$ cat config.mk
export PLATFORM = sky130hd
export DESIGN_NAME = irq_router
export DESIGN_NICKNAME = d
export VERILOG_FILES = /design/src/rtl/irq_pkg.sv /design/src/rtl/irq_chan.sv /design/src/rtl/irq_msg_arb.sv /design/src/rtl/irq_line_map.sv /design/src/rtl/irq_router.sv
export SDC_FILE = /design/constraint.sdc
export NUM_CORES = 1
export LEC_CHECK = 0
export CELL_PAD_IN_SITES_DETAIL_PLACEMENT = 2
export CELL_PAD_IN_SITES_GLOBAL_PLACEMENT = 2
export CORE_AREA = 2 2 154 156
export DETAILED_ROUTE_END_ITERATION = 12
export DIE_AREA = 0 0 156 158
export DONT_BUFFER_PORTS = 1
export HOLD_SLACK_MARGIN = 0.15
export PLACE_DENSITY = 0.75
export SLEW_MARGIN = 20
export SYNTH_ARGS = -nofsm -noshare
export SYNTH_HDL_FRONTEND = slang
export SYNTH_SLANG_ARGS = --single-unit
$ cat constraint.sdc
create_clock -name clk -period 4.1 [get_ports clk]
set_input_delay 0 -clock clk [delete_from_list [all_inputs] [get_ports clk]]
set_output_delay 0 -clock clk [all_outputs]
set_load 0.005 [all_outputs]
$ cat src/rtl/irq_pkg.sv
package irq_pkg;
  localparam int LEGACY_LINE_A = 0;
  localparam int LEGACY_LINE_B = 8;
  localparam int ACT_LOW_BASE  = 16;

  typedef struct packed {
    logic [31:0] addr;
    logic [31:0] data;
  } msg_req_t;
endpackage

$ cat src/rtl/irq_chan.sv
module irq_chan (
  input  logic clk,
  input  logic rst_n,
  input  logic en,
  input  logic level,
  input  logic msg_en,
  input  logic fire,
  input  logic clr,
  output logic status,
  output logic line_act
);
  logic stat_q, pulse_q, msg_q;
  logic msg_rise, wire_fire;

  assign msg_rise  = msg_en && !msg_q;
  assign wire_fire = fire && !msg_en;

  always_ff @(posedge clk) begin
    if (!rst_n) begin
      stat_q  <= 1'b0;
      pulse_q <= 1'b0;
      msg_q   <= 1'b0;
    end else begin
      msg_q <= msg_en;
      if (!en || msg_rise) begin
        stat_q  <= 1'b0;
        pulse_q <= 1'b0;
      end else if (wire_fire) begin
        stat_q  <= level;
        pulse_q <= !level;
      end else begin
        pulse_q <= 1'b0;
        if (clr) stat_q <= 1'b0;
      end
    end
  end

  assign status   = stat_q;
  assign line_act = stat_q || pulse_q;
endmodule

$ cat src/rtl/irq_msg_arb.sv
module irq_msg_arb #(
  parameter int N_CH = 4
) (
  input  logic                         clk,
  input  logic                         rst_n,
  input  logic [N_CH-1:0]              fire_msg,
  input  logic [N_CH-1:0]              keep,
  input  logic [N_CH-1:0][63:0]        word,
  output logic                         valid,
  input  logic                         ready,
  output irq_pkg::msg_req_t            req
);
  logic [N_CH-1:0] pend_q, cand, grant;
  logic            load, any;
  irq_pkg::msg_req_t req_q, pick;
  logic            valid_q;

  assign cand = (pend_q | fire_msg) & keep;
  assign load = !valid_q || ready;

  always_comb begin
    grant = '0;
    any   = 1'b0;
    pick  = '0;
    for (int i = 0; i < N_CH; i++) begin
      if (cand[i] && !any) begin
        any      = 1'b1;
        grant[i] = 1'b1;
        pick     = '{addr: word[i][63:32], data: word[i][31:0]};
      end
    end
  end

  always_ff @(posedge clk) begin
    if (!rst_n) begin
      pend_q  <= '0;
      valid_q <= 1'b0;
      req_q   <= '0;
    end else begin
      if (load) begin
        pend_q  <= cand & ~grant;
        valid_q <= any;
        if (any) req_q <= pick;
      end else begin
        pend_q <= cand;
      end
    end
  end

  assign valid = valid_q;
  assign req   = req_q;
endmodule

$ cat src/rtl/irq_line_map.sv
module irq_line_map #(
  parameter int N_CH    = 4,
  parameter int N_LINES = 24,
  parameter int ROUTE_W = 5
) (
  input  logic [N_CH-1:0]              line_act,
  input  logic [N_CH-1:0]              msg_en,
  input  logic [N_CH-1:0][ROUTE_W-1:0] route,
  input  logic                         legacy,
  input  logic                         pit_lvl,
  input  logic                         rtc_lvl,
  output logic [N_LINES-1:0]           lines
);
  import irq_pkg::*;

  logic [N_LINES-1:0] asserted;

  function automatic int eff_route(input int ch, input logic leg,
                                   input logic [ROUTE_W-1:0] r);
    if (leg && ch == 0) return LEGACY_LINE_A;
    if (leg && ch == 1) return LEGACY_LINE_B;
    return int'(r);
  endfunction

  always_comb begin
    asserted = '0;
    for (int l = 0; l < N_LINES; l++) begin
      for (int i = 0; i < N_CH; i++) begin
        if (line_act[i] && !msg_en[i] && eff_route(i, legacy, route[i]) == l)
          asserted[l] = 1'b1;
      end
    end
    if (!legacy) begin
      if (pit_lvl) asserted[LEGACY_LINE_A] = 1'b1;
      if (rtc_lvl) asserted[LEGACY_LINE_B] = 1'b1;
    end
  end

  for (genvar l = 0; l < N_LINES; l++) begin : g_pol
    if (l >= ACT_LOW_BASE) begin : g_lo
      assign lines[l] = !asserted[l];
    end else begin : g_hi
      assign lines[l] = asserted[l];
    end
  end
endmodule

$ cat src/rtl/irq_router.sv
module irq_router #(
  parameter int N_CH    = 4,
  parameter int N_LINES = 24,
  parameter int ROUTE_W = $clog2(N_LINES)
) (
  input  logic                         clk,
  input  logic                         rst_n,
  input  logic                         glb_en,
  input  logic                         legacy_on,
  input  logic [N_CH-1:0]              ch_en,
  input  logic [N_CH-1:0]              ch_level,
  input  logic [N_CH-1:0]              ch_msg_en,
  input  logic [N_CH-1:0][ROUTE_W-1:0] ch_route,
  input  logic [N_CH-1:0][63:0]        ch_msg_word,
  input  logic [N_CH-1:0]              fire,
  input  logic                         clr_we,
  input  logic [N_CH-1:0]              clr_mask,
  input  logic                         ext_pit_in,
  input  logic                         ext_rtc_in,
  output logic [N_LINES-1:0]           irq_o,
  output logic [N_CH-1:0]              status_o,
  output logic                         pit_en_o,
  output logic                         msg_valid,
  input  logic                         msg_ready,
  output logic [31:0]                  msg_addr,
  output logic [31:0]                  msg_data
);
  logic [N_CH-1:0] live, line_act, fire_msg;
  logic            pit_q, rtc_q, pit_en_q;
  irq_pkg::msg_req_t req;

  assign live     = ch_en & {N_CH{glb_en}};
  assign fire_msg = fire & ch_msg_en & live;

  for (genvar i = 0; i < N_CH; i++) begin : g_ch
    irq_chan u_ch (
      .clk      (clk),
      .rst_n    (rst_n),
      .en       (live[i]),
      .level    (ch_level[i]),
      .msg_en   (ch_msg_en[i]),
      .fire     (fire[i]),
      .clr      (clr_we && clr_mask[i]),
      .status   (status_o[i]),
      .line_act (line_act[i])
    );
  end

  always_ff @(posedge clk) begin
    if (!rst_n) begin
      pit_q    <= 1'b0;
      rtc_q    <= 1'b0;
      pit_en_q <= 1'b1;
    end else begin
      pit_q    <= ext_pit_in;
      rtc_q    <= ext_rtc_in;
      pit_en_q <= !legacy_on;
    end
  end
  assign pit_en_o = pit_en_q;

  irq_line_map #(.N_CH(N_CH), .N_LINES(N_LINES), .ROUTE_W(ROUTE_W)) u_map (
    .line_act (line_act),
    .msg_en   (ch_msg_en),
    .route    (ch_route),
    .legacy   (legacy_on),
    .pit_lvl  (pit_q),
    .rtc_lvl  (rtc_q),
    .lines    (irq_o)
  );

  irq_msg_arb #(.N_CH(N_CH)) u_arb (
    .clk      (clk),
    .rst_n    (rst_n),
    .fire_msg (fire_msg),
    .keep     (live & ch_msg_en),
    .word     (ch_msg_word),
    .valid    (msg_valid),
    .ready    (msg_ready),
    .req      (req)
  );
  assign msg_addr = req.addr;
  assign msg_data = req.data;
endmodule

## After elaboration in Yosys (flattened, before gate mapping)

Cells that the tools add are included.

- Bits in registers: 84
- Input port bits: 304
- Output and inout port bits: 94

- Equal/unequal tests: 92
- Mux-type cells: 124
- Bitwise logic cells: 13
- Reductions and logical operators: 170

Operators by type and width:

| operator | count |
|---|---|
| $eq 32x6->1 const B | 9 |
| $eq 32x5->1 const B | 8 |
| $mux 64 | 4 |
| $eq 5x5->1 const B | 39 |
| $eq 32x4->1 const B | 4 |
| $mux 1 | 116 |
| $logic_and 1x1->1 | 115 |
| $eq 5x4->1 const B | 16 |
| $eq 32x3->1 const B | 2 |
| $logic_not 32->1 | 2 |
| $eq 5x3->1 const B | 8 |
| $eq 32x2->1 const B | 1 |
| $mux 32 | 1 |
| $logic_not 1->1 | 29 |
| $and 4x4->4 | 6 |
| $eq 5x2->1 const B | 4 |
| $reduce_or 3->1 | 4 |
| $logic_not 5->1 | 2 |
| $logic_or 1x1->1 | 9 |
| $mux 4 | 2 |
| $reduce_bool 2->1 | 4 |
| $reduce_or 2->1 | 4 |
| $eq 5x1->1 const B | 1 |
| $mux 5 | 1 |
| other kinds (4) | 8 |

## Longest topological paths before layout

- Depth after elaboration: 17
- Gate-level depth with buffers: 8
- Depth with buffers taken out: 5

## By module

From an unflattened synthesis, not the netlist that was laid out.

- Cell total of the unflattened synthesis: 863
- Area, all modules: 6924.1 µm²

Modules (own cells, without submodules):

| module | instances | cells each | area each (µm²) | sequential area each (µm²) |
|---|---|---|---|---|
| irq_msg_arb | 1 | 628 | 5126.2 | 1381.3 |
| irq_line_map | 1 | 164 | 1051.0 | 0.0 |
| irq_chan | 4 | 12 | 137.6 | 60.1 |
| irq_router | 1 | 23 | 196.4 | 60.1 |

## Least setup slack after synthesis

No wires, ideal clock.

- Path kind: reg2reg
- Start: register u_arb.pend_q[2]
- End: register u_arb.req_q, in the netlist u_arb.req[10]
- Library setup time: 0.074 ns
- Data arrival time: 1.433 ns
- Data required time: 4.026 ns
- Setup slack: 2.593 ns
- Stages on the path, launching flop included: 8
- Buffers on the path: 2
- Path through: dfxtp_1 > o2111ai_2 > buf_2 > clkbuf_1 > nor2_1 > o21ai_1 > o211ai_1 > a31oi_1

- Longest elaborated chain between the ends: 8

RTL lines:

| element | line | text |
|---|---|---|
| start: declaration | irq_msg_arb.sv:13 | `logic [N_CH-1:0] pend_q, cand, grant;` |
| start signal: assignment | irq_msg_arb.sv:41 | `pend_q <= cand & ~grant;` |
| start signal: assignment | irq_msg_arb.sv:45 | `pend_q <= cand;` |
| $or 4x4->4 * | irq_msg_arb.sv:18 | `assign cand = (pend_q \| fire_msg) & keep;` |
| $and 4x4->4 * | irq_msg_arb.sv:18 |  |
| $logic_and 1x1->1 * | irq_msg_arb.sv:26 | `if (cand[i] && !any) begin` |
| $mux 1 | irq_msg_arb.sv:26 |  |
| $logic_not 1->1 | irq_msg_arb.sv:26 |  |
| $logic_and 1x1->1 | irq_msg_arb.sv:26 |  |
| $mux 1 | irq_msg_arb.sv:26 |  |
| $reduce_and 2->1 (no line) | n/a |  |
| end signal: assignment | irq_msg_arb.sv:43 | `if (any) req_q <= pick;` |
| end: declaration | irq_msg_arb.sv:15 | `irq_pkg::msg_req_t req_q, pick;` |

Mark *: on every way between the ends. The rest lies on a longest branch, timed or not.
A chain may end at the register's enable or synchronous reset.

## Worst setup path in the final report

- Start: register u_arb.pend_q[0]
- End: register u_arb.req_q, in the netlist u_arb.req[50]

- Longest elaborated chain between the ends: 13

RTL lines:

| element | line |
|---|---|
| $or 4x4->4 * | irq_msg_arb.sv:18 |
| $and 4x4->4 * | irq_msg_arb.sv:18 |
| $mux 1 | irq_msg_arb.sv:26 |
| $logic_not 1->1 | irq_msg_arb.sv:26 |
| $logic_and 1x1->1 | irq_msg_arb.sv:26 |
| $mux 1 | irq_msg_arb.sv:26 |
| $logic_not 1->1 | irq_msg_arb.sv:26 |
| $logic_and 1x1->1 | irq_msg_arb.sv:26 |
| $mux 1 | irq_msg_arb.sv:26 |
| $logic_not 1->1 | irq_msg_arb.sv:26 |
| $logic_and 1x1->1 | irq_msg_arb.sv:26 |
| $mux 1 | irq_msg_arb.sv:26 |
| $reduce_and 2->1 (no line) | n/a |

Marks and branches as above.

==> impl_metrics.env <==
export IMPL_outcome="complete, no violations"
export IMPL_slew_limit_headroom_pct=27.30
export IMPL_synth_mux_area_fraction_pct=0
export IMPL_crit_path_max_fanout=31
export IMPL_powerDensity_nw_per_um2=283.4
export IMPL_maxSlewViolCount=0
export IMPL_synth_top_family_by_area="compound AO/OA/AOI/OAI gates"
export IMPL_syn_instance_count=872
export IMPL_vias=7966
export IMPL_final_common_cell="dlygate4sd3_1"
export IMPL_worstMarginPinSlew_ns=1.080
export IMPL_ys_ff_latch=84
export IMPL_finalCritPeriodShare_pct=88.95
export IMPL_synth_compound_area_share_pct=40.74
export IMPL_gp_congestion=0.8914
export IMPL_synth_edf_count=0
export IMPL_cts_tree="built"
export IMPL_drt_iter0_markers=510
export IMPL_hold_class="input port to primary output"
export IMPL_initial_core_util_pct=25.52
export IMPL_die_area_sq_um=24650
export IMPL_cp_end_kind="flip-flop"
export IMPL_cts_root_buffer="clkbuf_16"
export IMPL_yosys_area_share_adder_pct=0
export IMPL_clk_latency_ns=0.36
export IMPL_place_inst=1088
export IMPL_clkTransAtPathRegs_ns=0.07
export IMPL_skew_ns=0.02070
export IMPL_synth_distinct_cells=43
export IMPL_port_buffers=0
export IMPL_io_pins=398
export IMPL_grt_first_pass_wirelength_mm=54.19
export IMPL_fmax_ghz=0.2742
export IMPL_syn_nets=1176
export IMPL_syn_to_final_growth_pct=36.61
export IMPL_leakage_nw=3.062
export IMPL_grt_total_usage_pct=29.20
export IMPL_post_dp_hpwl_mm=23.61
export IMPL_layout_drive_gt1_share_pct=4.383
export IMPL_fin_tns_setup_ns=0
export IMPL_std_cell_rows=56
export IMPL_htree_levels=3
export IMPL_post_cts_resized=0
export IMPL_hold_viol_final=0
export IMPL_cts_buffer_depth=2
export IMPL_routed_wirelength_mm=38.09
export IMPL_synth_top_flop_cell="dfxtp_1"
export IMPL_setup_viol=0
export IMPL_drtAntennaViolNets=0
export IMPL_syn_cell_area_sq_um=5882
export IMPL_overflow=0
export IMPL_cts_sinks=84
export IMPL_layout_common_cells="dlygate4sd3_1 (166), nand2_1 (138), o21ai_0 (115)"
export IMPL_die_w_um=156
export IMPL_fin_crit_ns=3.647
export IMPL_synth_xor_area_share_pct=0
export IMPL_stdcell_count=1275
export IMPL_syn_avg_cell_area_sq_um=6.745
export IMPL_drcViolationCount=0
export IMPL_synth_warnings=0
export IMPL_cp_data_required_time_ns=4.35
export IMPL_fin_nets=1280
export IMPL_synth_simple_area_share_pct=24.02
export IMPL_post_cts_buffers=0
export IMPL_cp_arrival_ns=3.89
export IMPL_cap_violations=0
export IMPL_dieHeight_um=158
export IMPL_ys_async_sr_fraction_pct=0
export IMPL_antenna_found_initial=5
export IMPL_cts_buffers_inserted=9
export IMPL_synth_seq_area_share_pct=28.59
export IMPL_startpoint_type="flip-flop"
export IMPL_drt_pre_antenna_iters=5
export IMPL_num_fill_cells=2664
export IMPL_rsz0062_at_grt="false"
export IMPL_vias_per_cell=6.248
export IMPL_path_class="flip-flop to flip-flop"
export IMPL_irDropWorstVdd_v=0.0001841
export IMPL_grt_pass1_vias=8641
export IMPL_wl_per_cell_um=29.88
export IMPL_grt_max_degree=70
export IMPL_core_area_sq_um=23050
==> path summary, 6_finish.rpt <==
| kind | end | slack, ns | cells past startpoint | start |
|---|---|---|---|---|
| worst max register to register | u_arb.req[50] | 0.45 | 8 | u_arb.pend_q[0] |
| worst max-delay path | u_arb.req[50] | 0.45 | 8 | u_arb.pend_q[0] |
| worst min register to register | u_arb.pend_q[1] | 0.81 | 2 | u_arb.pend_q[1] |
| worst min-delay path | irq_o[15] | 0.15 | 2 | ch_route[10] |
==> cells in the mapped netlist (7+ instances only) <==
cell type	number	share of area, %
nand2_1	138	8.8
o21ai_0	115	9.8
dfxtp_1	84	29
nor2_1	83	5.3
a31oi_1	65	6.9
o21ai_1	65	5.5
o211ai_1	63	8.0
clkbuf_1	52	3.3
a22oi_1	24	3.1
buf_2	22	1.9
nand3_1	16	1.4
a211oi_1	11	1.4
nand2b_1	10	1.1
a22o_1	9	1.3
and2_1	9	0.96
nor3_1	8	0.68
a32oi_1	7	1.0
and3b_1	7	1.0
nor3b_1	7	0.89
==> layout make-up <==
cell class                 instances  area [sq um]  share of cell area [%]
sequential                        84          1682                   20.93
inverter                           5         18.77                  0.2336
clock inverter                     5         37.54                  0.4671
timing repair buffer             179          1804                   22.45
multi-input combinational        697          3877                   48.26
tap                              290         362.8                   4.516
antenna                            4         10.01                  0.1246
clock buffer                      11         242.7                   3.021
==> power breakdown <==
part	leakage, nW	switching [mW]	total [mW]	internal (mW)
clock network	0.132	0.387	0.817	0.430
logic	2.24	0.273	0.512	0.238
registers	0.690	0.0700	0.949	0.879
total	3.06	0.731	2.28	1.55
==> logic make-up (layout without fill, tap and decap cells) <==
| group | Yosys count | in the layout |
|---|---|---|
| compound gates | 386 | 386 |
| simple gates | 311 | 311 |
| buf+inv | 91 | 200 |
| flops | 84 | 84 |
| other cells | 0 | 4 |
==> per-stage QoR <==
| stage | hold slack, ns | worst slack, ns | utilization (%) | power (mW) | area (sq um) |
|---|---|---|---|---|---|
| floorplan | 0.07674 | 2.593 | - | 1.169 | 5882 |
| global placement | 0.09189 | 1.468 | 26.24 | 1.253 | 6050 |
| detailed placement | 0.07946 | 1.348 | 26.24 | 1.268 | 6050 |
| CTS | 0.1507 | 0.5283 | 34.79 | 2.233 | 8019 |
| global route | 0.1579 | 0.2592 | 34.86 | 2.356 | 8035 |
| finish | 0.1512 | 0.4530 | 34.86 | 2.278 | 8035 |
==> worst max-delay path: stages, from the launching register on <==
cell and delay (ns):
dfxtp_1 0.33, o2111ai_4 0.76, o21a_2 0.61, buf_4 0.38, nand2_1 0.09, o211ai_1 0.08, dlygate4sd3_1 0.60, a31oi_1 0.08
dlygate4sd3_1 0.59
==> timing repair <==
action,4_1_cts,5_1_grt
hold buffers,167,0
hold endpoints to repair,84,0
setup endpoints to repair,0,0
==> routing by layer <==
layer | vias up | share of wire, % | track usage [%] | wire [um]
met2 | 477 | 50 | 50.72 | 18890
li1 | 3435 | - | - | -
met3 | 133 | 7.3 | 6.898 | 2792
met1 | 3919 | 37 | 31.83 | 13950
met5 | - | 0.032 | 0 | 12
met4 | 2 | 6.4 | 19.48 | 2449
==> registers in the layout, summed over array words and instances (netlist names) <==
| name | count |
|---|---|
| u_arb.valid | 1 |
| pit_q | 1 |
| g_ch.u_ch.msg_q | 4 |
| u_arb.req | 64 |
| u_arb.pend_q | 4 |
| g_ch.u_ch.pulse_q | 4 |
| pit_en_o | 1 |
| rtc_q | 1 |
| g_ch.u_ch.status | 4 |
Power figures use the tool's default switching activity.
